## src/rtl/lane_pkg.sv

```systemverilog
package lane_pkg;
  parameter int unsigned LANES = 4;
  localparam int unsigned OW = $clog2(LANES);
  localparam int unsigned CW = OW + 1;
  localparam int unsigned DW = 8 * LANES;

  typedef enum logic [1:0] {
    ST_IDLE = 2'd0,
    ST_BUS  = 2'd1,
    ST_RESP = 2'd2
  } state_e;

  // size code to operand byte count; code 3 behaves as a full word
  function automatic logic [CW-1:0] size_bytes(input logic [1:0] code);
    case (code)
      2'd0:    size_bytes = CW'(1);
      2'd1:    size_bytes = CW'(2);
      default: size_bytes = CW'(4);
    endcase
  endfunction
endpackage

```

## src/rtl/lane_window.sv

```systemverilog
// Picks the lanes used by the current bus cycle: first lane, byte count, enables.
module lane_window
  import lane_pkg::*;
(
  input  logic [OW-1:0]    cur_off,
  input  logic [CW-1:0]    rem,
  input  logic             narrow,
  output logic [OW-1:0]    lane_lo,
  output logic [CW-1:0]    take,
  output logic [LANES-1:0] be_n
);
  logic [CW-1:0] cap;

  always_comb begin
    if (narrow) begin
      lane_lo = {1'b0, cur_off[OW-2:0]};
      cap     = CW'(LANES / 2) - {1'b0, lane_lo};
    end else begin
      lane_lo = cur_off;
      cap     = CW'(LANES) - {1'b0, cur_off};
    end
    take = (rem < cap) ? rem : cap;
  end

  for (genvar l = 0; l < LANES; l++) begin : g_be
    assign be_n[l] = !((CW'(l) >= {1'b0, lane_lo}) &&
                       (CW'(l) <  ({1'b0, lane_lo} + take)));
  end
endmodule

```

## src/rtl/lane_wsteer.sv

```systemverilog
// Places operand bytes onto the lanes that match their byte addresses.
module lane_wsteer
  import lane_pkg::*;
(
  input  logic [DW-1:0] opnd,
  input  logic [CW-1:0] done,
  input  logic [OW-1:0] lane_lo,
  output logic [DW-1:0] lanes
);
  for (genvar l = 0; l < LANES; l++) begin : g_lane
    logic [CW:0] idx;
    always_comb begin
      idx = {1'b0, done} + (CW+1)'(l) - {2'b00, lane_lo};
      if (idx < (CW+1)'(LANES))
        lanes[8*l +: 8] = opnd[8*idx[OW-1:0] +: 8];
      else
        lanes[8*l +: 8] = 8'h00;
    end
  end
endmodule

```

## src/rtl/lane_rmerge.sv

```systemverilog
// Collects the lanes of one bus cycle into the right-justified accumulator.
module lane_rmerge
  import lane_pkg::*;
(
  input  logic [DW-1:0] acc,
  input  logic [DW-1:0] rdata,
  input  logic [CW-1:0] done,
  input  logic [OW-1:0] lane_lo,
  input  logic [CW-1:0] take,
  output logic [DW-1:0] merged
);
  for (genvar p = 0; p < LANES; p++) begin : g_byte
    logic [OW-1:0] src;
    logic          hit;
    always_comb begin
      src = OW'(p) - done[OW-1:0] + lane_lo;
      hit = ((CW+1)'(p) >= {1'b0, done}) &&
            ((CW+1)'(p) <  ({1'b0, done} + {1'b0, take}));
      merged[8*p +: 8] = hit ? rdata[8*src +: 8] : acc[8*p +: 8];
    end
  end
endmodule

```

## src/rtl/bus_lane_splitter.sv

```systemverilog
module bus_lane_splitter
  import lane_pkg::*;
#(
  parameter int ADDR_W = 32
) (
  input  logic              clk,
  input  logic              rst_n,
  input  logic              req_valid,
  output logic              req_ready,
  input  logic              req_write,
  input  logic [1:0]        req_size,
  input  logic [ADDR_W-1:0] req_addr,
  input  logic [DW-1:0]     req_wdata,
  output logic              rsp_valid,
  output logic [DW-1:0]     rsp_rdata,
  input  logic              bus_narrow,
  output logic [ADDR_W-1:0] bus_addr,
  output logic [LANES-1:0]  bus_be_n,
  output logic              bus_rd,
  output logic              bus_wr,
  output logic [DW-1:0]     bus_wdata,
  input  logic [DW-1:0]     bus_rdata,
  input  logic              bus_ready
);
  // reset: asserted asynchronously, released on the clock
  logic [1:0] rst_pipe;
  logic       rst_int_n;

  always_ff @(posedge clk or negedge rst_n) begin
    if (!rst_n) rst_pipe <= 2'b00;
    else        rst_pipe <= {rst_pipe[0], 1'b1};
  end
  assign rst_int_n = rst_pipe[1];

  state_e            state_q, state_d;
  logic              wr_q, wr_d;
  logic              narrow_q, narrow_d;
  logic [CW-1:0]     total_q, total_d;
  logic [CW-1:0]     done_q, done_d;
  logic [ADDR_W-1:0] cur_q, cur_d;
  logic [DW-1:0]     wdata_q, wdata_d;
  logic [DW-1:0]     acc_q, acc_d;
  logic              dp_en;

  logic              active;
  logic [CW-1:0]     rem;
  logic [OW-1:0]     lane_lo;
  logic [CW-1:0]     take;
  logic [LANES-1:0]  be_n_w;
  logic [DW-1:0]     steer_w;
  logic [DW-1:0]     merged_w;

  assign active = (state_q == ST_BUS);
  assign rem    = total_q - done_q;

  lane_window u_window (
    .cur_off (cur_q[OW-1:0]),
    .rem     (rem),
    .narrow  (narrow_q),
    .lane_lo (lane_lo),
    .take    (take),
    .be_n    (be_n_w)
  );

  lane_wsteer u_wsteer (
    .opnd    (wdata_q),
    .done    (done_q),
    .lane_lo (lane_lo),
    .lanes   (steer_w)
  );

  lane_rmerge u_rmerge (
    .acc     (acc_q),
    .rdata   (bus_rdata),
    .done    (done_q),
    .lane_lo (lane_lo),
    .take    (take),
    .merged  (merged_w)
  );

  // next-state
  always_comb begin
    state_d  = state_q;
    wr_d     = wr_q;
    narrow_d = narrow_q;
    total_d  = total_q;
    done_d   = done_q;
    cur_d    = cur_q;
    wdata_d  = wdata_q;
    acc_d    = acc_q;
    dp_en    = 1'b0;
    case (state_q)
      ST_IDLE: begin
        if (req_valid) begin
          dp_en    = 1'b1;
          state_d  = ST_BUS;
          wr_d     = req_write;
          narrow_d = bus_narrow;
          total_d  = size_bytes(req_size);
          done_d   = '0;
          cur_d    = req_addr;
          wdata_d  = req_wdata;
          acc_d    = '0;
        end
      end
      ST_BUS: begin
        if (bus_ready) begin
          dp_en  = 1'b1;
          done_d = done_q + take;
          cur_d  = cur_q + ADDR_W'(take);
          if (!wr_q) acc_d = merged_w;
          if ((done_q + take) == total_q) state_d = ST_RESP;
        end
      end
      default: state_d = ST_IDLE;
    endcase
  end

  // control register
  always_ff @(posedge clk or negedge rst_int_n) begin
    if (!rst_int_n) state_q <= ST_IDLE;
    else            state_q <= state_d;
  end

  // datapath registers, clock-enabled, no reset
  always_ff @(posedge clk) begin
    if (dp_en) begin
      wr_q     <= wr_d;
      narrow_q <= narrow_d;
      total_q  <= total_d;
      done_q   <= done_d;
      cur_q    <= cur_d;
      wdata_q  <= wdata_d;
      acc_q    <= acc_d;
    end
  end

  assign req_ready = (state_q == ST_IDLE);
  assign rsp_valid = (state_q == ST_RESP);
  assign rsp_rdata = acc_q;
  assign bus_rd    = active && !wr_q;
  assign bus_wr    = active && wr_q;
  assign bus_be_n  = active ? be_n_w : '1;
  assign bus_wdata = bus_wr ? steer_w : '0;
  assign bus_addr  = narrow_q ? {cur_q[ADDR_W-1:OW-1], {(OW-1){1'b0}}}
                              : {cur_q[ADDR_W-1:OW], {OW{1'b0}}};
endmodule


```

## config.mk

```make
export PLATFORM = sky130hd
export DESIGN_NAME = bus_lane_splitter
export DESIGN_NICKNAME = d
export VERILOG_FILES = /design/src/rtl/lane_pkg.sv /design/src/rtl/lane_window.sv /design/src/rtl/lane_wsteer.sv /design/src/rtl/lane_rmerge.sv /design/src/rtl/bus_lane_splitter.sv
export SDC_FILE = /design/constraint.sdc
export NUM_CORES = 1
export LEC_CHECK = 0
export BUFFER_PORTS_ARGS = -buffer_cell sky130_fd_sc_hd__buf_4
export CORE_MARGIN = 2
export CORE_UTILIZATION = 54
export CTS_CLUSTER_DIAMETER = 60
export DETAILED_ROUTE_END_ITERATION = 7
export PLACE_DENSITY = 0.81
export SYNTH_ARGS = -nofsm -noshare
export SYNTH_HDL_FRONTEND = slang
export SYNTH_HIERARCHICAL = 1
export SYNTH_SLANG_ARGS = --single-unit
```

## constraint.sdc

```tcl
create_clock -name clk -period 12.92 [get_ports clk]
set_input_delay 2.584 -clock clk [delete_from_list [all_inputs] [get_ports clk]]
set_output_delay 2.584 -clock clk [all_outputs]
set_load 0.05 [all_outputs]
```

==> summary.md <==
| Metric | Value |
|---|---|
| Row Count | 44 |
| CTS Buf Count | 9 |
| Fin crit period | 6970 ps |
| Sequential element share of the synthesized area | 40.5% |
| Post-DP HPWL | 13200 um |
| Synth Flop Type | edfxtp_1 |
| Worst Setup End Kind | output port |
| RSZ-0062 raised after global routing | false |
| Setup WS pre-CTS | 6300 ps |
| Period utilization | 54.0% |
| Io pins | 208 |
| Critical path class | flop to output port |
| ANT cells | 0 |
| Die width | 125 um |
| IO buf count | 206 |
| Synthesis Warnings | 6 |
| Fmax | 143 MHz |
| Fillers | 1161 |
| Max Root-Sink Buffers | 2 |
| Root Buffer Master | clkbuf_16 |
| WL per Instance | 17.1 um |
| Post-route worst setup slack | 5950 ps |
| DRT Pass-1 Iters | 5 |
| Outcome | finished, final reports clean |
| Vias | 5905 |
| Slew Limit Headroom | 30.4% |
| Final setup fails | 0 |
| Max cap viols | 0 |
| Routability cong. | 0.806 |
| Core area | 14500 sq um |
| Clk_lat worst skew | 360 ps |
| TritonCTS Sinks | 108 |
| First-pass GRT wire length | 29500 um |
| Number of setup buffers added after CTS | 0 |
| Async SR Flop Fraction | 3.70% |
| Post-DRT Antenna Nets | 0 |
| Cells after synthesis | 723 |
| Final hold violation count | 0 |
| Worst path required time | 10340 ps |
| Post-route setup TNS | 0 ps |
| Clock-pin slew on the worst setup and hold paths | 70 ps |
| Initial core utilization | 54.9% |
| Max FO, Critical Path | 9 |
| FF+latch count, synth | 108 |
| Tot GR Track Use | 23.2% |
| Area of the mapped netlist | 7950 sq um |
| DRT iter0 DRCs | 406 |
| Mean post-synth cell area | 11.0 sq um |
| Placed inst area | 9320 sq um |
| Count of pins over their slew limit | 0 |
| Net Count, Synth | 859 |
| Fin nets | 1009 |
| Layout cells sized above 1 | 34.4% |
| Die area | 15700 sq um |
| DR DRC count | 0 |
| Largest net degree at the start of global routing | 70 |
| Area delta synth->final | 21.0% |
| Quantity of hold-fixing buffers added after cts | 0 |
| DR vias/cell | 5.57 |
| Crit path DAT | 4390 ps |
| Most common cell after layout, fill and taps aside | buf_4 |
| HP Class | flop to async pin |
| Most frequent cells in the layout | buf_4, edfxtp_1, nand2_1 |
| Worst Skew | 7.76 ps |
| Critical Path Start Type | flop |
| Initial antenna violation count | 0 |
| EDFF count, synth | 104 |
| Vias in the first global route | 5878 |
| Post-CTS resize count | 0 |
| Design area | 9620 sq um |
| H-tree levels | 3 |
| CTS tree | yes |
| Synth cell types | 62 |
| Die H | 125 um |
| Final core occ | 66.5% |
| Routed Wire Length | 18200 um |
| Total congestion overflow | 0 |
| Slew @ Worst Pin | 1040 ps |
[path summary, 6_finish.rpt]
check | slack (ps) | start | cells past startpoint | end
max | 5950 | done_q[0] | 13 | bus_be_n[0]
min | 20 | rst_pipe[1] | 0 | state_q[1]
max reg2reg | 8110 | done_q[0] | 14 | rsp_rdata[5]
min reg2reg | 20 | rst_pipe[1] | 0 | state_q[1]
max in group asynchronous | 10830 | rst_n | 1 | rst_pipe[0]
min in group clk | 350 | rst_pipe[0] | 0 | rst_pipe[1]
[cell type report]
| cell class | instances | area (sq um) | share of cell area, % |
|---|---|---|---|
| inverter | 28 | 105 | 1.09 |
| tap | 184 | 230 | 2.39 |
| clock inverter | 5 | 77.6 | 0.806 |
| clock buffer | 10 | 229 | 2.38 |
| timing repair buffer | 212 | 1590 | 16.5 |
| sequential | 108 | 3220 | 33.5 |
| multi-input combinational | 514 | 4170 | 43.3 |
[cell families (layout without fill, tap and decap cells)]
group	after synthesis	after routing	synth area share (%)
compound gates	78	78	6.37
simple gates	243	243	16.4
xor+xnor	43	43	5.24
mux	116	116	18.1
other cells	2	2	0.0944
buf+inv	101	255	7.36
flops	108	108	40.5
fa+ha+maj	32	32	5.89
[per-layer routing]
metal	wire [um]	global-route usage (%)	vias to the layer above
met3	973	3.94	31
met2	8550	37.7	198
met4	444	8.37	0
met1	8220	31.7	2807
met5	0	0	-
li1	-	-	2869
[sequential cells by signal (all words and copies together), names as in the netlist]
register / flops
rsp_rdata: 32
total_q: 3
wr_q: 1
done_q: 3
state_q: 2
cur_q: 32
narrow_q: 1
rst_pipe: 2
wdata_q: 32
[worst max-delay path, stage by stage, from the launching register on]
cell	delay, ps
edfxtp_1	520
ha_1	250
fa_1	370
xnor2_1	150
xnor2_1	160
ha_1	390
nand2_1	80
o21ai_2	150
mux2i_1	730
fa_1	560
nand2b_1	160
o21ai_0	170
or2_2	140
buf_4	190
[cells in the mapped netlist, types with 2 or more instances]
cell	instances	area share, %
or2_2	4	0.31
dfrtp_1	4	1.3
o21ai_0	32	2.0
nand4_1	5	0.39
mux4_2	12	3.4
xnor2_1	27	3.0
clkbuf_1	21	0.99
nor4_2	3	0.47
a211oi_1	17	1.6
xor2_1	13	1.4
ha_1	23	3.6
nand2b_1	3	0.24
nor2_1	41	1.9
and3_1	44	3.5
buf_6	5	0.71
o21ai_1	7	0.44
mux2_2	40	5.7
mux2_1	9	1.3
nand2_1	59	2.8
or4_1	2	0.19
nand3_1	11	0.69
a21oi_1	9	0.57
mux4_1	4	1.3
nor4_1	4	0.31
edfxtp_1	104	39
nor3_1	8	0.50
nor2b_1	12	0.94
mux2i_1	51	6.4
buf_1	2	0.094
conb_1	2	0.094
fa_1	9	2.3
and2_1	38	3.0
nand4_2	2	0.31
buf_4	35	3.3
buf_2	7	0.44
inv_1	28	1.3
[per-stage QoR]
step	hold slack [ps]	instances
3_5_place_dp	18.8	1046
5_1_grt	37.4	1061
6_report	22.4	1061
2_1_floorplan	11.1	723
3_3_place_gp	19.4	1046
4_1_cts	24.9	1061
Power is left out: the tool's default activity adds up to more than one toggle a clock period on the data nets, which glitch-free logic cannot reach.
